==> config.mk <==
export PLATFORM = sky130hd
export DESIGN_NAME = scan_test_seq
export DESIGN_NICKNAME = d
export VERILOG_FILES = /design/src/rtl/scan_seq_pkg.sv /design/src/rtl/scan_chain_dut.sv /design/src/rtl/scan_pattern_store.sv /design/src/rtl/scan_resp_check.sv /design/src/rtl/scan_seq_ctrl.sv /design/src/rtl/scan_test_seq.sv
export SDC_FILE = /design/constraint.sdc
export NUM_CORES = 1
export LEC_CHECK = 0
export CAP_MARGIN = 15
export CORE_MARGIN = 2
export CORE_UTILIZATION = 45
export DETAILED_ROUTE_END_ITERATION = 10
export DONT_BUFFER_PORTS = 1
export PLACE_DENSITY = 0.69
export SYNTH_ARGS = -nofsm -noshare
export SYNTH_HDL_FRONTEND = slang
export SYNTH_SLANG_ARGS = --single-unit
==> constraint.sdc <==
create_clock -name clk -period 3.6 [get_ports clk]
set_clock_uncertainty 0.15 [all_clocks]
set_input_delay 0 -clock clk [delete_from_list [all_inputs] [get_ports clk]]
set_output_delay 0 -clock clk [all_outputs]
set_load 0.05 [all_outputs]
==> src/rtl/scan_seq_pkg.sv <==
package scan_seq_pkg;

    typedef enum logic [2:0] {
        ST_IDLE,
        ST_SHIFT,
        ST_CAPTURE,
        ST_FLUSH,
        ST_DONE
    } seq_state_t;

endpackage

==> src/rtl/scan_chain_dut.sv <==
module scan_chain_dut #(
    parameter int unsigned            CHAIN_LEN = 8,
    parameter logic [CHAIN_LEN-1:0]   NS_KEY    = 8'h5B
) (
    input  logic                 clk,
    input  logic                 rst_n,
    input  logic                 ce,
    input  logic                 se,
    input  logic                 si,
    output logic                 so,
    output logic [CHAIN_LEN-1:0] q
);

    logic [CHAIN_LEN-1:0] func_d;

    // functional next-state logic: rotate left by one, then mix in a key
    always_comb begin
        func_d = {q[CHAIN_LEN-2:0], q[CHAIN_LEN-1]} ^ NS_KEY;
    end

    // one scan flop per bit; the flop nearest scan-in is the top bit
    for (genvar i = 0; i < CHAIN_LEN; i++) begin : g_flop
        logic shift_src;
        if (i == CHAIN_LEN - 1) begin : g_head
            assign shift_src = si;
        end else begin : g_body
            assign shift_src = q[i+1];
        end

        always_ff @(posedge clk or negedge rst_n) begin
            if (!rst_n) begin
                q[i] <= 1'b0;
            end else if (ce) begin
                q[i] <= se ? shift_src : func_d[i];
            end
        end
    end

    assign so = q[0];

    AST_SHIFT_MOVES: assert property (@(posedge clk) disable iff (!rst_n)
        (ce && se) |=> (q[CHAIN_LEN-2:0] == $past(q[CHAIN_LEN-1:1])));

    AST_HOLD_IDLE: assert property (@(posedge clk) disable iff (!rst_n)
        !ce |=> $stable(q));

endmodule

==> src/rtl/scan_pattern_store.sv <==
module scan_pattern_store #(
    parameter int unsigned CHAIN_LEN = 8,
    parameter int unsigned NPAT      = 8,
    localparam int unsigned PIDX_W   = $clog2(NPAT)
) (
    input  logic                 clk,
    input  logic                 rst_n,
    input  logic                 lock,
    input  logic                 wr_en,
    input  logic [PIDX_W-1:0]    wr_idx,
    input  logic [CHAIN_LEN-1:0] wr_stim,
    input  logic [CHAIN_LEN-1:0] wr_exp,
    input  logic [PIDX_W-1:0]    stim_idx,
    input  logic [PIDX_W-1:0]    exp_idx,
    output logic [CHAIN_LEN-1:0] stim_word,
    output logic [CHAIN_LEN-1:0] exp_word
);

    logic [NPAT-1:0][CHAIN_LEN-1:0] stim_mem;
    logic [NPAT-1:0][CHAIN_LEN-1:0] exp_mem;

    for (genvar e = 0; e < NPAT; e++) begin : g_entry
        logic hit;
        assign hit = wr_en && !lock && (wr_idx == PIDX_W'(e));

        always_ff @(posedge clk or negedge rst_n) begin
            if (!rst_n) begin
                stim_mem[e] <= '0;
                exp_mem[e]  <= '0;
            end else if (hit) begin
                stim_mem[e] <= wr_stim;
                exp_mem[e]  <= wr_exp;
            end
        end
    end

    // two independent read ports: one loads, one checks the previous pattern
    assign stim_word = stim_mem[stim_idx];
    assign exp_word  = exp_mem[exp_idx];

    AST_MEM_LOCKED: assert property (@(posedge clk) disable iff (!rst_n)
        lock |=> ($stable(stim_mem) && $stable(exp_mem)));

endmodule

==> src/rtl/scan_resp_check.sv <==
module scan_resp_check #(
    parameter int unsigned NPAT    = 8,
    localparam int unsigned PIDX_W = $clog2(NPAT)
) (
    input  logic              clk,
    input  logic              rst_n,
    input  logic              clr,
    input  logic              valid,
    input  logic              obs_bit,
    input  logic              exp_bit,
    input  logic [PIDX_W-1:0] pat_idx,
    output logic              fail,
    output logic [PIDX_W-1:0] fail_idx
);

    logic miss;
    assign miss = valid && (obs_bit ^ exp_bit);

    always_ff @(posedge clk or negedge rst_n) begin
        if (!rst_n) begin
            fail     <= 1'b0;
            fail_idx <= '0;
        end else if (clr) begin
            fail     <= 1'b0;
            fail_idx <= '0;
        end else if (miss && !fail) begin
            fail     <= 1'b1;
            fail_idx <= pat_idx;
        end
    end

    AST_FAIL_STICKY: assert property (@(posedge clk) disable iff (!rst_n)
        (fail && !clr) |=> fail);

    AST_FAIL_IDX_KEPT: assert property (@(posedge clk) disable iff (!rst_n)
        (fail && !clr) |=> $stable(fail_idx));

endmodule

==> src/rtl/scan_seq_ctrl.sv <==
module scan_seq_ctrl
    import scan_seq_pkg::*;
#(
    parameter int unsigned CHAIN_LEN = 8,
    parameter int unsigned NPAT      = 8,
    localparam int unsigned BIT_W    = $clog2(CHAIN_LEN),
    localparam int unsigned PIDX_W   = $clog2(NPAT)
) (
    input  logic              clk,
    input  logic              rst_n,
    input  logic              start,
    input  logic [PIDX_W-1:0] pat_last,
    output logic              busy,
    output logic              done,
    output logic              se,
    output logic              ce,
    output logic              fill_zero,
    output logic              clr,
    output logic              cmp_valid,
    output logic [PIDX_W-1:0] cmp_idx,
    output logic [PIDX_W-1:0] load_idx,
    output logic [BIT_W-1:0]  bit_idx
);

    seq_state_t        state_q, state_d;
    logic [BIT_W-1:0]  bit_q;
    logic [PIDX_W-1:0] pat_q;
    logic [PIDX_W-1:0] last_q;
    logic              have_prev_q;
    logic              accept;
    logic              bit_end;

    assign accept  = start && ((state_q == ST_IDLE) || (state_q == ST_DONE));
    assign bit_end = (bit_q == BIT_W'(CHAIN_LEN - 1));

    // state register
    always_ff @(posedge clk or negedge rst_n) begin
        if (!rst_n) begin
            state_q <= ST_IDLE;
        end else begin
            state_q <= state_d;
        end
    end

    // transitions
    always_comb begin
        state_d = state_q;
        unique case (state_q)
            ST_IDLE:    if (start) state_d = ST_SHIFT;
            ST_SHIFT:   if (bit_end) state_d = ST_CAPTURE;
            ST_CAPTURE: state_d = (pat_q == last_q) ? ST_FLUSH : ST_SHIFT;
            ST_FLUSH:   if (bit_end) state_d = ST_DONE;
            ST_DONE:    if (start) state_d = ST_SHIFT;
        endcase
    end

    // bit and pattern counters
    always_ff @(posedge clk or negedge rst_n) begin
        if (!rst_n) begin
            bit_q       <= '0;
            pat_q       <= '0;
            last_q      <= '0;
            have_prev_q <= 1'b0;
        end else if (accept) begin
            bit_q       <= '0;
            pat_q       <= '0;
            last_q      <= pat_last;
            have_prev_q <= 1'b0;
        end else begin
            unique case (state_q)
                ST_SHIFT, ST_FLUSH: begin
                    bit_q <= bit_end ? '0 : bit_q + 1'b1;
                end
                ST_CAPTURE: begin
                    have_prev_q <= 1'b1;
                    if (pat_q != last_q) begin
                        pat_q <= pat_q + 1'b1;
                    end
                end
                ST_IDLE, ST_DONE: begin
                    bit_q <= '0;
                end
            endcase
        end
    end

    // outputs
    always_comb begin
        busy      = 1'b0;
        done      = 1'b0;
        se        = 1'b1;
        ce        = 1'b0;
        fill_zero = 1'b0;
        cmp_valid = 1'b0;
        cmp_idx   = pat_q;
        unique case (state_q)
            ST_IDLE: begin
            end
            ST_SHIFT: begin
                busy      = 1'b1;
                ce        = 1'b1;
                cmp_valid = have_prev_q;
                cmp_idx   = pat_q - 1'b1;
            end
            ST_CAPTURE: begin
                busy = 1'b1;
                ce   = 1'b1;
                se   = 1'b0;
            end
            ST_FLUSH: begin
                busy      = 1'b1;
                ce        = 1'b1;
                fill_zero = 1'b1;
                cmp_valid = 1'b1;
            end
            ST_DONE: begin
                done = 1'b1;
            end
        endcase
    end

    assign clr      = accept;
    assign load_idx = pat_q;
    assign bit_idx  = bit_q;

    AST_ONE_CAPTURE: assert property (@(posedge clk) disable iff (!rst_n)
        !se |=> se);

    AST_BUSY_DONE_EXCL: assert property (@(posedge clk) disable iff (!rst_n)
        !(busy && done));

    AST_CMP_IN_RANGE: assert property (@(posedge clk) disable iff (!rst_n)
        cmp_valid |-> (cmp_idx <= last_q));

endmodule

==> src/rtl/scan_test_seq.sv <==
module scan_test_seq #(
    parameter int unsigned CHAIN_LEN = 8,
    parameter int unsigned NPAT      = 8,
    parameter logic [CHAIN_LEN-1:0] NS_KEY = 8'h5B,
    localparam int unsigned BIT_W    = $clog2(CHAIN_LEN),
    localparam int unsigned PIDX_W   = $clog2(NPAT)
) (
    input  logic                 clk,
    input  logic                 rst_n,
    input  logic                 start,
    input  logic [PIDX_W-1:0]    pat_last,
    input  logic                 wr_en,
    input  logic [PIDX_W-1:0]    wr_idx,
    input  logic [CHAIN_LEN-1:0] wr_stim,
    input  logic [CHAIN_LEN-1:0] wr_exp,
    output logic                 busy,
    output logic                 done,
    output logic                 fail,
    output logic [PIDX_W-1:0]    fail_pat,
    output logic                 scan_en_o,
    output logic [CHAIN_LEN-1:0] chain_q
);

    logic                 se, ce, fill_zero, clr, cmp_valid;
    logic [PIDX_W-1:0]    cmp_idx, load_idx;
    logic [BIT_W-1:0]     bit_idx;
    logic [CHAIN_LEN-1:0] stim_word, exp_word;
    logic                 scan_in, scan_out;

    scan_seq_ctrl #(.CHAIN_LEN(CHAIN_LEN), .NPAT(NPAT)) u_ctrl (
        .clk       (clk),
        .rst_n     (rst_n),
        .start     (start),
        .pat_last  (pat_last),
        .busy      (busy),
        .done      (done),
        .se        (se),
        .ce        (ce),
        .fill_zero (fill_zero),
        .clr       (clr),
        .cmp_valid (cmp_valid),
        .cmp_idx   (cmp_idx),
        .load_idx  (load_idx),
        .bit_idx   (bit_idx)
    );

    scan_pattern_store #(.CHAIN_LEN(CHAIN_LEN), .NPAT(NPAT)) u_store (
        .clk       (clk),
        .rst_n     (rst_n),
        .lock      (busy),
        .wr_en     (wr_en),
        .wr_idx    (wr_idx),
        .wr_stim   (wr_stim),
        .wr_exp    (wr_exp),
        .stim_idx  (load_idx),
        .exp_idx   (cmp_idx),
        .stim_word (stim_word),
        .exp_word  (exp_word)
    );

    assign scan_in = fill_zero ? 1'b0 : stim_word[bit_idx];

    scan_chain_dut #(.CHAIN_LEN(CHAIN_LEN), .NS_KEY(NS_KEY)) u_dut (
        .clk   (clk),
        .rst_n (rst_n),
        .ce    (ce),
        .se    (se),
        .si    (scan_in),
        .so    (scan_out),
        .q     (chain_q)
    );

    scan_resp_check #(.NPAT(NPAT)) u_check (
        .clk      (clk),
        .rst_n    (rst_n),
        .clr      (clr),
        .valid    (cmp_valid),
        .obs_bit  (scan_out),
        .exp_bit  (exp_word[bit_idx]),
        .pat_idx  (cmp_idx),
        .fail     (fail),
        .fail_idx (fail_pat)
    );

    assign scan_en_o = se;

endmodule

-- Yosys cells after proc, flatten, opt, wreduce, memory -nomap -nowiden
Index checks and enable logic that the tools add are counted.
- register bits: 153
- input port bits: 26
- output and inout bits: 15
- word-level logic and storage cells: 122
- add/sub/neg operators: 3
- magnitude comparators: 3
- equality and inequality tests: 17
- multiplexer cells: 40
- bitwise logic cells: 2
- reductions and logical operators: 26
- operators by type and width (operator ; count):
    8-bit binary-select mux with 3-bit select ; 2
    3-bit 2-to-1 mux ; 11
    1-bit 2-to-1 mux ; 19
    3-bit equality test (second input constant) ; 6
    8-bit 2-to-1 mux ; 2
    3-bit by 2-bit equality test with 1-bit output (second input constant) ; 4
    1-bit logical AND ; 12
    3-bit by 4-bit < comparator with 1-bit output (second input constant) ; 3
    3-bit case mux with 4 select lines ; 1
    3-bit by 1-bit adder with 3-bit output (second input constant) ; 2
    1-bit binary-select mux with 3-bit select ; 2
    3-bit by 1-bit equality test with 1-bit output (second input constant) ; 2
    3-bit zero test ; 2
    2-bit by 1-bit != test with 1-bit output (second input constant) ; 3
    3-bit case mux with 2 select lines ; 1
    2-bit nonzero test ; 3
    5-bit NOT ; 1
    2-bit OR reduction ; 2
    3-bit equality test ; 1
    3-bit != test ; 1
    3-bit AND reduction ; 1
    3-bit nonzero test ; 1
    3-bit OR reduction ; 1
    3-bit by 1-bit subtractor with 3-bit output (second input constant) ; 1
    6 further kinds ; 7

-- Logic depth before layout (Yosys ltp)
Gate-level depths: netlist (run 1).
- depth in word-level cells: 11
- gate-level depth with buffers: 14
- mapped depth without buffers: 10

-- Cells and area by module
From an unflattened synthesis (run 1), not the netlist that was laid out.
- cells, all modules: 491
- area, all modules: 7393.3 µm²
- by module, submodules not included (module ; instances ; cells each ; area each (µm²) ; sequential area each (µm²)):
    scan_pattern_store ; 1 ; 338 ; 5840.6 ; 3203.1
    scan_seq_ctrl ; 1 ; 77 ; 784.5 ; 325.3
    scan_chain_dut ; 1 ; 47 ; 444.2 ; 200.2
    scan_resp_check ; 1 ; 18 ; 190.2 ; 100.1
    scan_test_seq ; 1 ; 11 ; 133.9 ; 0.0

-- Worst setup path after synthesis (run 1)
Ideal clock, no wire load.
- path type: register to register
- from: reg u_ctrl.pat_q[1], in the netlist u_ctrl.load_idx[1]
- to: reg u_check.fail_idx[0]
- setup time: 0.094 ns
- arrival time: 3.184 ns
- data required time: 3.356 ns
- path slack: 0.172 ns
- cell stages (with the launch flop): 14
- buffers on the path: 3
- path through: dfrtp_1 -> buf_2 -> buf_2 -> inv_1 -> ha_1 -> buf_2 -> mux4_2 -> mux4_2 -> a31oi_1 -> o21ai_1 -> nor4_4 -> a211oi_2 -> a21o_1 -> a211oi_1
- word-level cells in the longest chain between the ends: 10
- ends and longest elaborated chain (what ; RTL line ; text):
    from (decl) ; scan_seq_ctrl.sv:27 ; logic [PIDX_W-1:0] pat_q;
    from (signal assigned) ; scan_seq_ctrl.sv:77 ; pat_q <= pat_q + 1'b1;
    3-bit by 1-bit subtractor with 3-bit output ; scan_seq_ctrl.sv:103 ; cmp_idx = pat_q - 1'b1;
    3-bit 2-to-1 mux (*) ; scan_seq_ctrl.sv:96 ; unique case (state_q)
    8-bit binary-select mux with 3-bit select (*) ; scan_pattern_store.sv:39 ; assign exp_word = exp_mem[exp_idx];
    8-bit 2-to-1 mux (implied by the code) (*) ; scan_pattern_store.sv:39 ;
    1-bit binary-select mux with 3-bit select (*) ; scan_test_seq.sv:79 ; .exp_bit (exp_word[bit_idx]),
    1-bit 2-to-1 mux (implied by the code) (*) ; scan_test_seq.sv:79 ;
    1-bit XOR (*) ; scan_resp_check.sv:17 ; assign miss = valid && (obs_bit ^ exp_bit);
    1-bit logical AND (*) ; scan_resp_check.sv:17 ;
    1-bit logical AND (*) ; scan_resp_check.sv:26 ; end else if (miss && !fail) begin
    2-bit nonzero test (no source line) (*) ; -- ;
    to (signal assigned) ; scan_resp_check.sv:28 ; fail_idx <= pat_idx;
    to (decl) ; scan_resp_check.sv:13 ; output logic [PIDX_W-1:0] fail_idx
Every way passes the cells marked *; elsewhere a longest branch is shown, timed or not. The select of a mux whose other input is x is not followed.
A chain may end at the register's enable or synchronous reset.

-- Final worst setup path (run 1)
- from: reg u_ctrl.pat_q[1], in the netlist u_ctrl.load_idx[1]
- to: reg u_check.fail_idx[2]
- word-level cells in the longest chain between the ends: 10
- elaborated cells between the ends (all ways): 12
- those cells by class: 1 x add/sub; 7 x mux; 1 x bitwise; 3 x reduce/logical
- ends and longest elaborated chain (what ; RTL line):
    3-bit by 1-bit subtractor with 3-bit output ; scan_seq_ctrl.sv:103
    3-bit 2-to-1 mux (*) ; scan_seq_ctrl.sv:96
    8-bit binary-select mux with 3-bit select ; scan_pattern_store.sv:39
    8-bit 2-to-1 mux (implied by the code) ; scan_pattern_store.sv:39
    1-bit binary-select mux with 3-bit select ; scan_test_seq.sv:79
    1-bit 2-to-1 mux (implied by the code) ; scan_test_seq.sv:79
    1-bit XOR ; scan_resp_check.sv:17
    1-bit logical AND ; scan_resp_check.sv:17
    1-bit logical AND ; scan_resp_check.sv:26
    2-bit nonzero test (no source line) ; --
Marked as above.

==> metrics.yaml, run 1 <==
setup_path:
  worstPathMaxFanout: 46
  worstSetupEndpointType: "register"
  cp_data_required_time_ns: 3.78
  worstPathArrival_ns: 3.45
  cp-start-kind: "register"
  crit_type: "reg2reg"
timing:
  rsz0062_at_grt: "false"
  fin_crit_ns: 3.27
  tightest_slew_ns: 0.919
  hold_slack_ns: -0.877
  max_freq_ghz: 0.305
  hold_viol: 153
  slew_violations: 0
  finalCritPeriodShare_pct: 90.9
  tns_ns: 0
  finalSetupViolations: 0
  setup_ws_ns: 0.326
  max_slew_margin_pct: 38.6
status:
  status: "complete, but fails checks"
  violations: "hold timing"
synthesis:
  ys_warn_count: 0
  synth_top_family_by_area: "multiplexers"
  synthAdderAreaFrac_pct: 0.629
  synth_compound_area_share_pct: 7.65
  syn_area_mm2: 0.00795
  muxShareOfSynthArea_pct: 32.0
  netlist_instances: 603
  synth_edf_count: 0
  ys_seq_elements: 153
  synth.net_count: 633
  avgSynthCellArea_um2: 13.2
  synthSimpleGateAreaFrac_pct: 6.98
  synth_ff_type: "dfrtp_1"
  seq_area_frac_synth_pct: 48.1
  synthXorXnorAreaFrac_pct: 1.10
  synthArstFlopShare_pct: 100
  synthDistinctLibCells: 63
placement:
  place_congestion: 0.914
  dp_cells: 808
  place_hpwl_um: 12300
  dpl_cell_area_mm2: 0.00819
  io_buffer_count: 0
  post-place-ws_ns: 0.200
finish:
  antennaDiodeCount: 0
  area_growth_pct: 14.3
  post-route-util_pct: 52.6
  stdcell_area_mm2: 0.00909
  nets: 655
  layout-drive-gt1-share_pct: 37.5
  final_cells: 863
clock_network:
  clkTransAtPathRegs_ns: 0.06
  clock-sinks: 153
  numCtsBuffers: 17
  postCtsHoldBufs: 23
  h-tree-depth: 4
  cts_root_buffer: "clkbuf_16"
  cts_tree: "built"
  clock_latency_ns: 0.43
  cts.path.max_buffers: 2
  post_cts_buffers: 0
routing:
  viasPerCell: 6.09
  first_iter_violations: 331
  via_count: 5256
  drtPass1Iterations: 5
  wl_um: 18500
  drc: 0
  wire_per_inst_um: 21.5
  ant_nets: 0
global_routing:
  grt_max_degree: 154
  grt_overflow_total: 0
  antenna_found_initial: 0
  grt_first_pass_wirelength_um: 29900
  grt_pass1_vias: 5419
  grt_use_total_pct: 21.1
job:
  cap_viol_max_count: 0
power_and_ir_drop:
  powerDensity_mw_per_mm2: 908
  p_leak_nw: 3.98
  total_power_mw: 8.25
  ir_worst_vdd_mv: 0.572
floorplanning:
  rows: 48
  die_w_um: 137
  die-area_mm2: 0.0188
  num_io_pins: 41
  chipHeight_um: 137
  core_mm2: 0.0173
  initial_core_util_pct: 46.0
worst_hold_path:
  min-delay-path-class: "in2async"
==> metal layers <==
layer	track usage (%)	wire (um)	up-vias	part of all wire [%]
met5	0	0	-	0
met4	6.36	340	0	1.8
met3	5.52	1160	31	6.2
met2	33.6	8850	169	48
met1	28.3	8170	2736	44
li1	-	-	2320	-
==> power by group <==
| part | total (mW) | internal, mW | switching, mW |
|---|---|---|---|
| Combinational | 3.14 | 1.70 | 1.44 |
| Sequential | 3.13 | 2.41 | 0.720 |
| Clock | 1.98 | 1.19 | 0.789 |
| Total | 8.25 | 5.31 | 2.95 |
==> layout make-up <==
cell class,count,area (um2)
sequential,153,3830
clock buffer,17,425
timing repair buffer,50,437
tap,225,282
fill,1423,8210
multi-input combinational,395,3860
inverter,8,30.0
clock inverter,15,230
==> final timing paths <==
path | start | endpoint | slack, ns | cells after the start
setup / recovery | u_ctrl.load_idx[1] | u_check.fail_idx[2] | 0.33 | 9
hold / removal | rst_n | u_ctrl.have_prev_q | -0.88 | 0
setup reg to reg | u_ctrl.load_idx[1] | u_check.fail_idx[2] | 0.33 | 9
hold reg to reg | u_ctrl.have_prev_q | u_ctrl.have_prev_q | 0.33 | 2
max in group asynchronous | rst_n | u_store.stim_mem[28] | 3.96 | 0
min in group clk | wr_idx[0] | u_store.stim_mem[45] | 0.02 | 2
==> cell usage after synthesis (all sizes together) (7+ instances only) <==
master,n,area share (%)
dfrtp,153,48
mux2,138,20
mux4,32,9.2
nand2,30,1.4
buf,27,2.2
mux2i,26,3.3
nor2,26,1.2
clkbuf,20,0.94
a22oi,12,1.1
o21ai,12,0.75
a21oi,11,0.69
a211oi,9,0.91
nand3b,7,0.66
==> worst max-delay path: stages (launching register included) <==
cell	delay, ns
dfrtp_2	0.35
buf_4	0.51
mux4_1	0.43
mux4_2	0.47
a31oi_1	0.23
o21ai_1	0.15
nor4_4	0.31
a211oi_2	0.11
a21o_1	0.21
a211oi_1	0.24
==> what timing repair did <==
| action | in CTS | in global routing |
|---|---|---|
| gates resized for setup | 0 | 3 |
| endpoints found under the hold margin | 294 | 153 |
| endpoints found under the setup margin | 0 | 4 |
==> state kept, by name, indices dropped and copies added, names as in the netlist <==
name and flops:
u_store.exp_mem 64, u_check.fail_idx 3, u_ctrl.state_q 3, u_dut.so 1
u_ctrl.load_idx 3, u_ctrl.last_q 3, u_store.stim_mem 64, u_dut.g_flop.shift_src 7
u_check.fail 1, u_ctrl.bit_idx 3, u_ctrl.have_prev_q 1
==> placed cells by master (no fill, tap or decap), types with 3 or more instances in the layout <==
master,count
o221ai_1,4
buf_4,26
nand3_1,3
a22oi_1,12
nor3_1,3
a211oi_1,8
nand2_1,30
or3_1,3
nand3b_1,7
a221o_1,3
o2bb2ai_1,3
inv_8,6
a21oi_1,11
mux4_2,30
mux2_2,137
nor3b_1,3
xor2_1,6
bufinv_16,4
dfrtp_1,151
nor4_1,4
xnor2_1,4
mux2i_1,26
nor2_1,26
inv_1,6
nand2b_1,4
o21ai_0,11
and3_1,4
clkinv_4,3
clkbuf_16,17
dlygate4sd3_1,23
a31oi_1,4
ha_1,3
o211ai_1,5
==> logic make-up after synthesis <==
| logic type | after synthesis |
|---|---|
| and+or+nand+nor | 102 |
| buffers and inverters | 55 |
| AOI/OAI and AO/OA | 83 |
| DFF | 153 |
| adders and majority gates | 4 |
| muxes | 196 |
| xor gates and xnor gates | 10 |
Note: power is estimated with default switching activity, not from simulation.
==> run 2, diff against run 1 <==
--- a/config.mk
+++ b/config.mk
@@ -7,10 +7,10 @@
 export LEC_CHECK = 0
 export CAP_MARGIN = 15
 export CORE_MARGIN = 2
-export CORE_UTILIZATION = 45
+export CORE_UTILIZATION = 58
 export DETAILED_ROUTE_END_ITERATION = 10
 export DONT_BUFFER_PORTS = 1
-export PLACE_DENSITY = 0.69
+export PLACE_DENSITY = 0.83
 export SYNTH_ARGS = -nofsm -noshare
 export SYNTH_HDL_FRONTEND = slang
 export SYNTH_SLANG_ARGS = --single-unit
==> metrics.yaml, run 2 (synthesis gave the netlist of run 1 again) <==
job:
  cap_viol_max_count: 0  # unchanged
setup_path:
  cp_slowest_cell: "ha_1"
  worstPathArrival_ns: 3.52  # +0.07 ns
  cp_data_required_time_ns: 3.79  # about the same
  worstSetupEndpointType: "register"
  crit_type: "reg2reg"
  worstPathMaxFanout: 8  # -83%
  path_cells: "clkinv_1 -> ha_1 -> buf_4 -> mux4_2 -> mux2_2 -> a41oi_1 -> o211ai_1 -> nor4_2 -> a211oi_2 -> a21o_1 -> a211oi_1"
  cp-start-kind: "register"
  cpPeakStageDelay_ns: 0.50  # about the same
finish:
  fill_cells: 885  # -38%
  area_growth_pct: 13.7
  post-route-util_pct: 68.1  # +15 points
  layout_common_cells: "dfrtp_1, mux2_2, nand2_1, mux4_2, dlygate4sd3_1"
  multi_input_area_mm2: 0.00384  # -0.32%
  ff_latch_area_mm2: 0.00383  # unchanged
  layout_commonest_cell: "dfrtp_1"
  antennaDiodeCount: 0  # unchanged
  layout-drive-gt1-share_pct: 37.0  # -0.50 points
  nets: 661  # +0.92%
timing:
  rsz0062_at_grt: "false"
  finalCritPeriodShare_pct: 92.3  # +1.4 points
  tightest_slew_ns: 0.632  # -0.287 ns
  finalSetupViolations: 0  # unchanged
  setup_ws_ns: 0.276  # -0.0502 ns
  hold_viol: 153  # unchanged
  slew_violations: 0  # unchanged
  hold_slack_ns: -0.889  # -0.0123 ns
  fin_crit_ns: 3.32  # +0.0502 ns
  max_freq_ghz: 0.301  # -1.5%
  tns_ns: 0  # unchanged
  max_slew_margin_pct: 57.9  # +19 points
routing:
  drtPass1Iterations: 5  # unchanged
  wl_um: 19400  # +5.0%
  ant_nets: 0  # unchanged
  drc: 0  # unchanged
  via_count: 5451  # +3.7%
  viasPerCell: 6.65  # +9.1%
  first_iter_violations: 648  # +96%
  wire_per_inst_um: 23.7  # +10%
status:
  status: "complete, but fails checks"
  violations: "hold timing"
global_routing:
  grt_overflow_total: 0  # unchanged
  grt_pass1_vias: 5692  # +5.0%
  antenna_found_initial: 0  # unchanged
  grt_first_pass_wirelength_um: 31500  # +5.3%
  grt_max_degree: 154  # unchanged
  grt_use_total_pct: 28.4  # +7.4 points
placement:
  post-place-ws_ns: 0.308  # +0.108 ns
  place_hpwl_um: 11900  # -3.5%
  place_congestion: 0.940  # +2.8%
  io_buffer_count: 0  # unchanged
clock_network:
  cts.path.max_buffers: 2  # unchanged
  cts_root_buffer: "clkbuf_16"
  cts_resized: 0  # unchanged
  numCtsBuffers: 17  # unchanged
  cts_tree: "built"
  clock-sinks: 153  # unchanged
  clkTransAtPathRegs_ns: 0.06  # about the same
  clock_latency_ns: 0.44  # about the same
  h-tree-depth: 4  # unchanged
floorplanning:
  rows: 42  # -13%
  initial_core_util_pct: 59.8  # +14 points
  num_io_pins: 41  # unchanged
  die-area_mm2: 0.0147  # -22%
  die_w_um: 121  # -12%
  chipHeight_um: 121  # -12%
  core_mm2: 0.0133  # -23%
worst_hold_path:
  min-delay-path-class: "in2async"
power_and_ir_drop:
  ir_worst_vdd_mv: 0.471  # -18%
  p_leak_nw: 3.99  # +0.24%
  powerDensity_mw_per_mm2: 916  # +0.86%
## run 2: cell count changes in the layout (fill, tap and decap cells not counted), sizes merged
cell	change
dlygate4sd3	+5
buf	+1
clkinvlp	+1
inv	-3
clkbuf	+3
bufinv	-1
## run 2: final timing paths
check                              startpoint  slack [ns]  cells after the start                   end
setup / recovery           u_ctrl.load_idx[0]        0.28                     11   u_check.fail_idx[0]
hold / removal                          rst_n       -0.89                      0   u_store.exp_mem[37]
setup reg to reg           u_ctrl.load_idx[0]        0.28                     11   u_check.fail_idx[0]
hold reg to reg            u_ctrl.have_prev_q        0.34                      2    u_ctrl.have_prev_q
max in group asynchronous               rst_n        4.04                      0  u_store.stim_mem[40]
min in group clk                    wr_idx[0]        0.01                      3  u_store.stim_mem[60]
## run 2: power by group
part,internal (mW),switching (mW)
Combinational,1.74,1.52
Sequential,2.41,0.732
Clock,1.14,0.742
## run 2: per-stage QoR
stage,hold WS [ns],std cells,power [mW],instance area (um2)
2_1_floorplan,-0.446,603,5.47,7950
3_3_place_gp,-0.438,760,6.05,8150
3_5_place_dp,-0.438,760,6.25,8150
4_1_cts,-0.896,819,8.24,9040
5_1_grt,-0.912,820,8.69,9050
6_report,-0.889,820,8.28,9050
## run 2: area by class of cell
type	count	share of cell area [%]
Clock inverter	12	1.80
Multi-Input combinational cell	395	42.5
Timing Repair Buffer	56	5.56
Tap cell	176	2.43
Sequential cell	153	42.3
Inverter	8	0.332
Clock buffer	20	5.05
## run 2: layer usage
metal  part of all wire (%)  track usage, %  up-vias  routed length [um]
met4                    3.2            13.7        0                 616
li1                       -               -     2331                   -
met1                     40            37.5     2845                7860
met3                    7.3            7.42       47                1420
met5                      0               0        -                   0
met2                     49            44.1      228                9530
## run 2: timing repair
action	4_1_cts	5_1_grt
hold buffers	27	1
setup endpoints to repair	0	0
hold endpoints to repair	294	155
buffers inserted	0	0
## run 2: worst max-delay path, delay by kind of cell, from the launching register on
kind	cells	cell delay, ns
buffers and inverters	2	0.34
AOI/OAI and AO/OA	5	0.97
muxes	2	0.60
DFF	1	0.39
and+or+nand+nor	1	0.29
adders and majority gates	1	0.50
